$ cat src/rtl/rs_pkg.sv
package rs_pkg;
  typedef enum logic [1:0] {
    PORT_LO    = 2'b00,
    PORT_HI    = 2'b01,
    PORT_UP    = 2'b10,
    PORT_LOCAL = 2'b11
  } port_e;

  typedef enum logic [1:0] {
    ST_IDLE = 2'd0,
    ST_RUN  = 2'd1,
    ST_DONE = 2'd2
  } st_e;

  localparam int MODE_TREE = 0;
  localparam int MODE_FLY  = 1;
endpackage

$ cat src/rtl/rs_msb_find.sv
module rs_msb_find #(
  parameter int W  = 4,
  parameter int IW = (W > 1) ? $clog2(W) : 1
) (
  input  logic [W-1:0]  vec,
  output logic          any,
  output logic [IW-1:0] idx
);
  always_comb begin
    any = 1'b0;
    idx = '0;
    for (int k = 0; k < W; k++) begin
      if (vec[k]) begin
        any = 1'b1;
        idx = IW'(k);
      end
    end
  end
endmodule

$ cat src/rtl/rs_tree_next.sv
module rs_tree_next
  import rs_pkg::*;
#(
  parameter int AW = 4,
  parameter int LW = $clog2(AW + 1)
) (
  input  logic [AW-1:0] dst,
  input  logic [LW-1:0] up_left,
  input  logic [LW-1:0] down_left,
  input  logic [LW-1:0] level,
  output port_e         port,
  output logic [LW-1:0] nxt_up,
  output logic [LW-1:0] nxt_down,
  output logic [LW-1:0] nxt_level,
  output logic          last
);
  logic [LW-1:0] bit_idx;
  logic [AW-1:0] dst_sh;

  always_comb begin
    bit_idx = down_left - LW'(1);
    dst_sh  = dst >> bit_idx;
    if (up_left != '0) begin
      port      = PORT_UP;
      nxt_up    = up_left - LW'(1);
      nxt_down  = down_left;
      nxt_level = level + LW'(1);
      last      = 1'b0;
    end else begin
      port      = dst_sh[0] ? PORT_HI : PORT_LO;
      nxt_up    = '0;
      nxt_down  = down_left - LW'(1);
      nxt_level = level - LW'(1);
      last      = (down_left == LW'(1));
    end
  end
endmodule

$ cat src/rtl/rs_fly_next.sv
module rs_fly_next
  import rs_pkg::*;
#(
  parameter int AW = 4,
  parameter int LW = $clog2(AW + 1)
) (
  input  logic [AW-1:0] rword,
  input  logic [LW-1:0] stage,
  output port_e         port,
  output logic [LW-1:0] nxt_stage,
  output logic          last
);
  logic [AW-1:0] r_sh;

  always_comb begin
    r_sh      = rword >> stage;
    port      = r_sh[0] ? PORT_HI : PORT_LO;
    nxt_stage = stage + LW'(1);
    last      = (stage == LW'(AW - 1));
  end
endmodule

$ cat src/rtl/route_stepper.sv
module route_stepper
  import rs_pkg::*;
#(
  parameter int AW   = 4,
  parameter int MODE = 0
) (
  input  logic                     clk,
  input  logic                     rst,
  input  logic                     ld_valid,
  output logic                     ld_ready,
  input  logic [AW-1:0]            ld_src,
  input  logic [AW-1:0]            ld_dst,
  input  logic                     stp_valid,
  output logic                     stp_ready,
  output logic [1:0]               port_o,
  output logic [$clog2(AW+1)-1:0]  level_o,
  output logic                     hop_valid_o,
  output logic                     done_o
);
  localparam int LW = $clog2(AW + 1);
  localparam int IW = (AW > 1) ? $clog2(AW) : 1;

  st_e           state_q;
  logic [AW-1:0] route_q;
  logic [LW-1:0] up_q, down_q, level_q;
  port_e         port_q;
  logic          hop_q;

  logic [AW-1:0] rword;
  logic [AW-1:0] ld_route;
  logic [LW-1:0] ld_up;
  logic          ld_local;
  port_e         n_port;
  logic [LW-1:0] n_up, n_down, n_level;
  logic          n_last;
  logic          ld_fire, stp_fire;

  assign rword     = ld_src ^ ld_dst;
  assign ld_ready  = (state_q != ST_RUN);
  assign stp_ready = (state_q == ST_RUN);
  assign ld_fire   = ld_valid && ld_ready;
  assign stp_fire  = stp_valid && stp_ready;

  generate
    if (MODE == MODE_TREE) begin : g_tree
      logic          r_any;
      logic [IW-1:0] r_msb;

      rs_msb_find #(.W(AW), .IW(IW)) msb_i (
        .vec(rword),
        .any(r_any),
        .idx(r_msb)
      );

      assign ld_route = ld_dst;
      assign ld_local = !r_any;
      assign ld_up    = r_any ? (LW'(r_msb) + LW'(1)) : '0;

      rs_tree_next #(.AW(AW), .LW(LW)) next_i (
        .dst(route_q),
        .up_left(up_q),
        .down_left(down_q),
        .level(level_q),
        .port(n_port),
        .nxt_up(n_up),
        .nxt_down(n_down),
        .nxt_level(n_level),
        .last(n_last)
      );
    end else begin : g_fly
      assign ld_route = rword;
      assign ld_local = 1'b0;
      assign ld_up    = '0;
      assign n_up     = '0;
      assign n_down   = '0;

      rs_fly_next #(.AW(AW), .LW(LW)) next_i (
        .rword(route_q),
        .stage(level_q),
        .port(n_port),
        .nxt_stage(n_level),
        .last(n_last)
      );
    end
  endgenerate

  always_ff @(posedge clk) begin
    if (rst) begin
      state_q <= ST_IDLE;
      route_q <= '0;
      up_q    <= '0;
      down_q  <= '0;
      level_q <= '0;
      port_q  <= PORT_LO;
      hop_q   <= 1'b0;
    end else begin
      hop_q <= 1'b0;
      if (ld_fire) begin
        route_q <= ld_route;
        up_q    <= ld_up;
        down_q  <= ld_up;
        level_q <= '0;
        if (ld_local) begin
          state_q <= ST_DONE;
          port_q  <= PORT_LOCAL;
          hop_q   <= 1'b1;
        end else begin
          state_q <= ST_RUN;
          port_q  <= PORT_LO;
        end
      end else if (stp_fire) begin
        up_q    <= n_up;
        down_q  <= n_down;
        level_q <= n_level;
        port_q  <= n_port;
        hop_q   <= 1'b1;
        if (n_last) state_q <= ST_DONE;
      end
    end
  end

  assign port_o      = port_q;
  assign level_o     = level_q;
  assign hop_valid_o = hop_q;
  assign done_o      = (state_q == ST_DONE);
endmodule

$ cat config.mk
export PLATFORM = sky130hd
export DESIGN_NAME = route_stepper
export DESIGN_NICKNAME = d
export VERILOG_FILES = /design/src/rtl/rs_pkg.sv /design/src/rtl/rs_msb_find.sv /design/src/rtl/rs_tree_next.sv /design/src/rtl/rs_fly_next.sv /design/src/rtl/route_stepper.sv
export SDC_FILE = /design/constraint.sdc
export NUM_CORES = 1
export LEC_CHECK = 0
export BUFFER_PORTS_ARGS = -buffer_cell sky130_fd_sc_hd__buf_2
export CAP_MARGIN = 20
export CORE_UTILIZATION = 32
export DETAILED_ROUTE_END_ITERATION = 10
export PLACE_DENSITY = 0.57
export REMOVE_ABC_BUFFERS = 1
export SLEW_MARGIN = 10
export SYNTH_ARGS = -nofsm -noshare
export SYNTH_HDL_FRONTEND = slang
export SYNTH_SLANG_ARGS = --single-unit
$ cat constraint.sdc
create_clock -name clk -period 2.05 [get_ports clk]
set_input_delay 0.205 -clock clk [delete_from_list [all_inputs] [get_ports clk]]
set_output_delay 0.205 -clock clk [all_outputs]
set_load 0.05 [all_outputs]
==> metrics, run 1 <==
Post-Synth XOR/XNOR Area=~6.4%; CTS Buf Count=3; clock skew=roughly 6.4 ps; gr ovfl total=0; CTS tree=yes; hold_buf cts=0; largest net degree at the start of global routing=17; Comb pwr share=between 20% and 30%; Fill cells=286; crit path to=level_o[2]; Antenna diodes=0; P_sw=roughly 280 µW; io pins=21; Slew headroom=a little under three quarters; Clk pwr share=between 20 and 30%; Final nets=between 100 and 150; Final ANT Viol Nets=0; HPWL after DPL=about 1600 µm; die area=3200 µm²; worst reg2reg path startpoint=up_q[0]; Post-CTS Resized=0; worst-path maximum fanout=6; Power Internal=575 µW; Vias/cell=between 5 and 6; syn_area_per_cell=approximately 9 µm²; Synth cell types=39; worst skew pair latency=between 200 and 300 ps; drt wl/cell=between 10 and 15 µm; total core area=approximately 2800 µm²; drt initial violations=34; critical path cell sequence=nor3_4 > xor2_1 > ha_1 > nor2_1 > mux2i_1 > or3_1 > a21oi_1; DIE HEIGHT=about 57 µm; clock buffer depth=2; Crit-path slowest cell=dfxtp_1; Area after DPL=~1100 µm²; register area share after synthesis=between 30% and 40%; Worst IR Drop VDD=approximately 0.5 mV; FF-to-FF path depth=7; Worst Setup End Kind=flip-flop; max incr delay on CP=about 380 ps; synthesis-to-finish area growth=17.1%; mux cell area share after synthesis=under 10%; WP data arrival=between 1500 and 2000 ps; Yosys top cell by area=dfxtp_1; top post-synthesis cells by area=dfxtp_1 (38%), a21oi_1 (6.8%), xnor2_1 (4.6%); Final Max Slew Viols=0; fmax=0.596 GHz; Compound-Gate Fraction of Synth Area=between 10% and 20%; Layout Cell Area excl Fill=between 1000 and 1500 µm²; Fin. Hold Viols=0; initial antenna violation count=0; Post-Syn Instances=around 110; slew of the pin with the lowest slew margin=421 ps; Post-Synth Simple-Gate Area=24.7%; Power Total=851 µW; First-pass DRT Iterations=4; post-route DRC violation count=0; share of cells above drive strength 1=27.3%; DR vias=a little over 800; Sequential Power Share=a little under half; crit path kind=reg2reg; Hold WS=~150 ps; Final Wtd Congestion=0.778; pwr dens=763 nW/µm²; input/output buffers=20; Net Sw Frac=about 32%; Async SR Flop Fraction=0%; final setup fails=0; yosys warns=0; initial core utilization=about a third; ys flop type=dfxtp_1; Post-Syn Area=~950 µm²; Die X=~57 µm; Critical Path Start=up_q[0]; Static Leakage=0.000462 µW; Setup TNS=0 ps; H-tree depth=1; vias in the first global route=around 840; final worst path period need=approximately 1700 ps; total wire length=2050 µm; clk sinks=18; synthesized flop and latch total=18; Reg2Reg Setup Slack=between 300 and 400 ps; gr usage total=roughly 15%; Max Cap Viol=0; required time worst endpoint=2280 ps; Rows=19; status=finished, final reports clean; clk slew on worst S/H paths=roughly 110 ps; R2R Path End=level_o[2]; largest family of logic cells by synthesized area=simple AND/OR/NAND/NOR gates; Post-synth EDFFs=0; top-area cell type share of the netlist area=roughly 38%; post-CTS setup buffers=0; Critical Path Source Type=flip-flop; Hold Path Class=in2reg; RSZ-0062 raised after global routing=false; Root Driver=clkbuf_4; adder-cell share of the synthesized area=under 10%; first-pass GRT wire length=roughly 3700 µm; fin crit share=approximately four fifths
stage by stage:
stage	worst slack, ps	cells	util, %
after floorplan	411	103	-
after global placement	435	155	38.8
after detailed placement	381	155	38.8
after CTS	355	159	40.1
after global routing	147	159	40.1
final	371	159	40.1
sequential cells by signal, indices dropped and copies added (netlist names):
name         cells
down_q           3
hop_valid_o      1
level_o          3
port_o           2
route_q          4
state_q          2
up_q             3
worst min path at each step:
| stage | depth (start not counted) | endpoint | startpoint | slack, ps |
|---|---|---|---|---|
| 2_1_floorplan | 1 | down_q[0] | rst | 270 |
| 3_3_place_gp | 2 | route_q[0] | route_q[0] | 450 |
| 3_5_place_dp | 2 | route_q[3] | route_q[3] | 450 |
| 4_1_cts | 3 | route_q[2] | ld_dst[2] | 140 |
| 5_1_grt | 3 | route_q[2] | ld_dst[2] | 130 |
| 6_report | 3 | route_q[2] | ld_dst[2] | 150 |
final cells by class:
cell class	count	area (µm²)	area share [%]
well taps	31	38.8	3.48
inverters	4	15.0	1.35
flip-flops and latches	18	360	32.3
clock buffers	4	36.3	3.25
repair buffers	21	108	9.65
multi-input cells	81	557	49.9
synth_stat cells (2+ instances only):
cell type	number
nand3_1	6
inv_1	3
o21a_1	2
dfxtp_1	18
a21oi_1	13
o22ai_1	2
nand2_1	11
ha_1	3
a21o_1	2
xor2_1	2
a211oi_1	2
nand3b_1	2
nor3_1	3
o21ai_0	3
xnor2_1	5
nor2_1	5
a221oi_2	2
per-layer routing:
metal / routed length, µm / global-route usage, % / share of wire (%)
met1: 989 / 19.0 / 48
met2: 993 / 24.4 / 48
met3: 70 / 5.07 / 3.4
met4: 0 / 2.79 / 0
met5: 0 / 0 / 0
cell usage in the layout, fill, tap and decap left out, types with 2 or more instances in the layout:
cell type	n
xor2_1	2
nand3b_1	2
a21oi_1	13
a221oi_2	2
nor3_1	3
o22ai_1	2
nand2_1	11
inv_1	3
a211oi_1	2
ha_1	3
o21a_1	2
xnor2_1	5
nand3_1	6
nor2_1	5
dfxtp_1	18
buf_2	20
clkbuf_4	3
a21o_1	2
o21ai_0	3
power groups by stage:
| stage | registers (µW) | logic, µW | clock network, µW |
|---|---|---|---|
| after floorplan | 423 | 153 | 0 |
| after global placement | 406 | 229 | 0 |
| after detailed placement | 408 | 232 | 0 |
| after CTS | 399 | 234 | 231 |
| after global routing | 403 | 258 | 246 |
| final | 399 | 233 | 219 |
cell families (layout without fill, tap and decap cells):
group / after synthesis / in the layout
flops: 18 / 18
compound gates: 29 / 29
buf+inv: 7 / 29
mux: 2 / 2
fa+ha+maj: 3 / 3
xor+xnor: 7 / 7
simple gates: 40 / 40
critical path: cells and delay by family (launching register included):
kind                     cells  cell delay, ps
AO/OA/AOI/OAI                1             140
XOR/XNOR                     1             110
adder cells (fa/ha/maj)      1             200
flip-flops                   1             380
multiplexers                 1              80
AND/OR/NAND/NOR              3             700
(Power assumes the default switching activity.)
==> run 2, diff against run 1 <==
ABC_AREA = 1   (was default)
PLACE_DENSITY = 0.58   (was 0.57)
clock period = 1.47 ns   (was 2.05 ns; I/O delays follow)
==> metrics, run 2 <==
Post-synth EDFFs=0 (unchanged); drt initial violations=32 (-5.9%); synthesis-to-finish area growth=22.5%; top post-synthesis cells by area=dfxtp_1 (37%), nand2_1 (15%), inv_1 (9.5%); DR vias=1046 (+26%); H-tree depth=1 (unchanged); gr usage total=15.3% (+0.44 points); input/output buffers=20 (unchanged); Root Driver=clkbuf_4; fmax=0.712 GHz (+20%); DIE HEIGHT=57.4 µm (+1.6%); Final ANT Viol Nets=0 (unchanged); register area share after synthesis=36.6% (-1.2 points); clock skew=5.43 ps (-0.948 ps); gr ovfl total=0 (unchanged); FF/Latch Area=364 µm² (+1.0%); Core Util, Final=42.6% (+2.5 points); top-area cell type share of the netlist area=36.6% (-1.2 points); HPWL after DPL=1740 µm (+11%); first-pass GRT wire length=3940 µm (+7.3%); critical path cell sequence=nor2_2 > nand2_1 > xor2_1 > ha_2 > nor2_1 > o211ai_1 > nand2_1 > nand2_1 > nor2_1; Largest register FFs=4 (unchanged); Synth cell types=21 (-46%); leading cell types in the layout, fill and taps excluded=nand2_1 (40), inv_1 (25), buf_2 (20), nor2_1 (15), dfxtp_1 (15); Vias/cell=4.96 (-5.0%); Worst IR Drop VDD=0.692 mV (+41%); Fill cells=317 (+11%); CTS tree=yes; Fin. Hold Viols=0 (unchanged); Final Wtd Congestion=0.747 (-4.1%); Static Leakage=0.000630 µW (+36%); syn_area_per_cell=6.51 µm² (-27%); Slew headroom=78.9% (+7.1 points); worst skew pair latency=310 ps (+20 ps); most common cell after layout, fill and taps aside=nand2_1; pwr dens=1020 nW/µm² (+34%); io pins=21 (unchanged); ys flop type=dfxtp_1; post-route DRC violation count=2 (+2); GRT met1 Usage=17.3% (-1.7 points); synthesized flop and latch total=18 (unchanged); grt met3 use=5.22% (+0.15 points); required time worst endpoint=1690 ps (-590 ps); final worst path period need=1400 ps (-274 ps); total core area=2830 µm² (+1.7%); failing checks=design-rule violations; max incr delay on CP=340 ps (-40 ps); Rows=19 (unchanged); final setup fails=0 (unchanged); Yosys top cell by area=dfxtp_1; status=complete, but fails checks; Die X=57.4 µm (+1.6%); area of the multi-input gates=519 µm² (-6.7%); Max Cap Viol=0 (unchanged); fin crit share=95.6% (+14 points); vias in the first global route=990 (+18%); Setup TNS=0 ps (unchanged); Post-synth top cells=nand2_1 (40), inv_1 (25), dfxtp_1 (18); total wire length=2250 µm (+9.6%); Reg with most FFs=route_q; cell mode on critical path=nand2_1; Critical Path Source Type=flip-flop; drt wl/cell=10.7 µm (-17%); clk sinks=18 (unchanged); WP data arrival=1620 ps (-290 ps); Final nets=196 (+36%); CTS Buf Count=3 (unchanged); First-pass DRT Iterations=7 (+3); Final Max Slew Viols=0 (unchanged); Hold Path Class=in2reg; Top Usage Layer GRT=met2; M2 GR Usage=27.1% (+2.7 points); die area=3300 µm² (+3.2%); RSZ-0062 raised after global routing=true; largest net degree at the start of global routing=14 (-3); crit path kind=reg2reg; Critical path buffers and inverters=0 (unchanged); share of cells above drive strength 1=23.3% (-4.0 points); hold_buf cts=0 (unchanged); top-count cell post-synth=nand2_1; worst-path maximum fanout=2 (-4); yosys warns=0 (unchanged); clock buffer depth=2 (unchanged); initial core utilization=34.8% (+0.53 points); Post-Syn Area=983 µm² (+3.3%); Antenna diodes=0 (unchanged); Post-Syn Instances=151 (+42%); clk slew on worst S/H paths=120 ps (about the same); slew of the pin with the lowest slew margin=315 ps (-107 ps); initial antenna violation count=0 (unchanged); Async SR Flop Fraction=0% (unchanged); Crit path max-delay family=simple AND/OR/NAND/NOR gates; Worst Setup End Kind=flip-flop; Crit-path slowest cell=dfxtp_2
==> run 2: what timing repair did <==
item / CTS / global route
buffers inserted: 0 / 3
gates resized for setup: 0 / 5
setup endpoints to repair: 0 / 3
==> run 2: final timing paths <==
check | startpoint | to | slack [ps] | cells after the start
setup / recovery | up_q[0] | level_o[2] | 70 | 9
hold / removal | rst | state_q[0] | 90 | 2
setup reg to reg | up_q[0] | level_o[2] | 70 | 9
hold reg to reg | route_q[0] | route_q[0] | 470 | 2
==> run 2: through the flow <==
stage | instances | total power (µW) | area (µm²) | setup WS [ps] | hold slack, ps
2_1_floorplan | 150 | 795 | 976 | -131 | 216
3_3_place_gp | 204 | 885 | 1140 | 121 | 414
3_5_place_dp | 204 | 898 | 1140 | 39.7 | 419
4_1_cts | 208 | 1220 | 1170 | 16.7 | 81.0
5_1_grt | 211 | 1300 | 1200 | -55.6 | 102
6_report | 211 | 1230 | 1200 | 65.1 | 85.8
==> run 2: final cells by class <==
class	count	share of cell area [%]
Multi-Input combinational cell	105	43.1
Sequential cell	18	30.2
Timing Repair Buffer	26	12.0
Inverter	27	8.41
Tap cell	31	3.22
Clock buffer	4	3.01
==> run 2: layer usage <==
metal,up-vias,wire length [µm]
met5,-,0
met1,484,983
li1,534,-
met3,4,101
met4,0,24
met2,24,1140
==> run 2: where the power goes <==
| group | total [µW] | internal, µW | switching, µW |
|---|---|---|---|
| Sequential | 551 | 528 | 23.1 |
| Clock | 324 | 151 | 173 |
| Combinational | 353 | 125 | 228 |
| Total | 1230 | 805 | 424 |
==> run 2: cell families after synthesis <==
kind of cell,count (synthesis),share of synthesized area [%]
xor+xnor,1,0.891
compound gates,29,15.8
flops,18,36.6
simple gates,72,31.8
buf+inv,28,11.1
fa+ha+maj,3,3.82
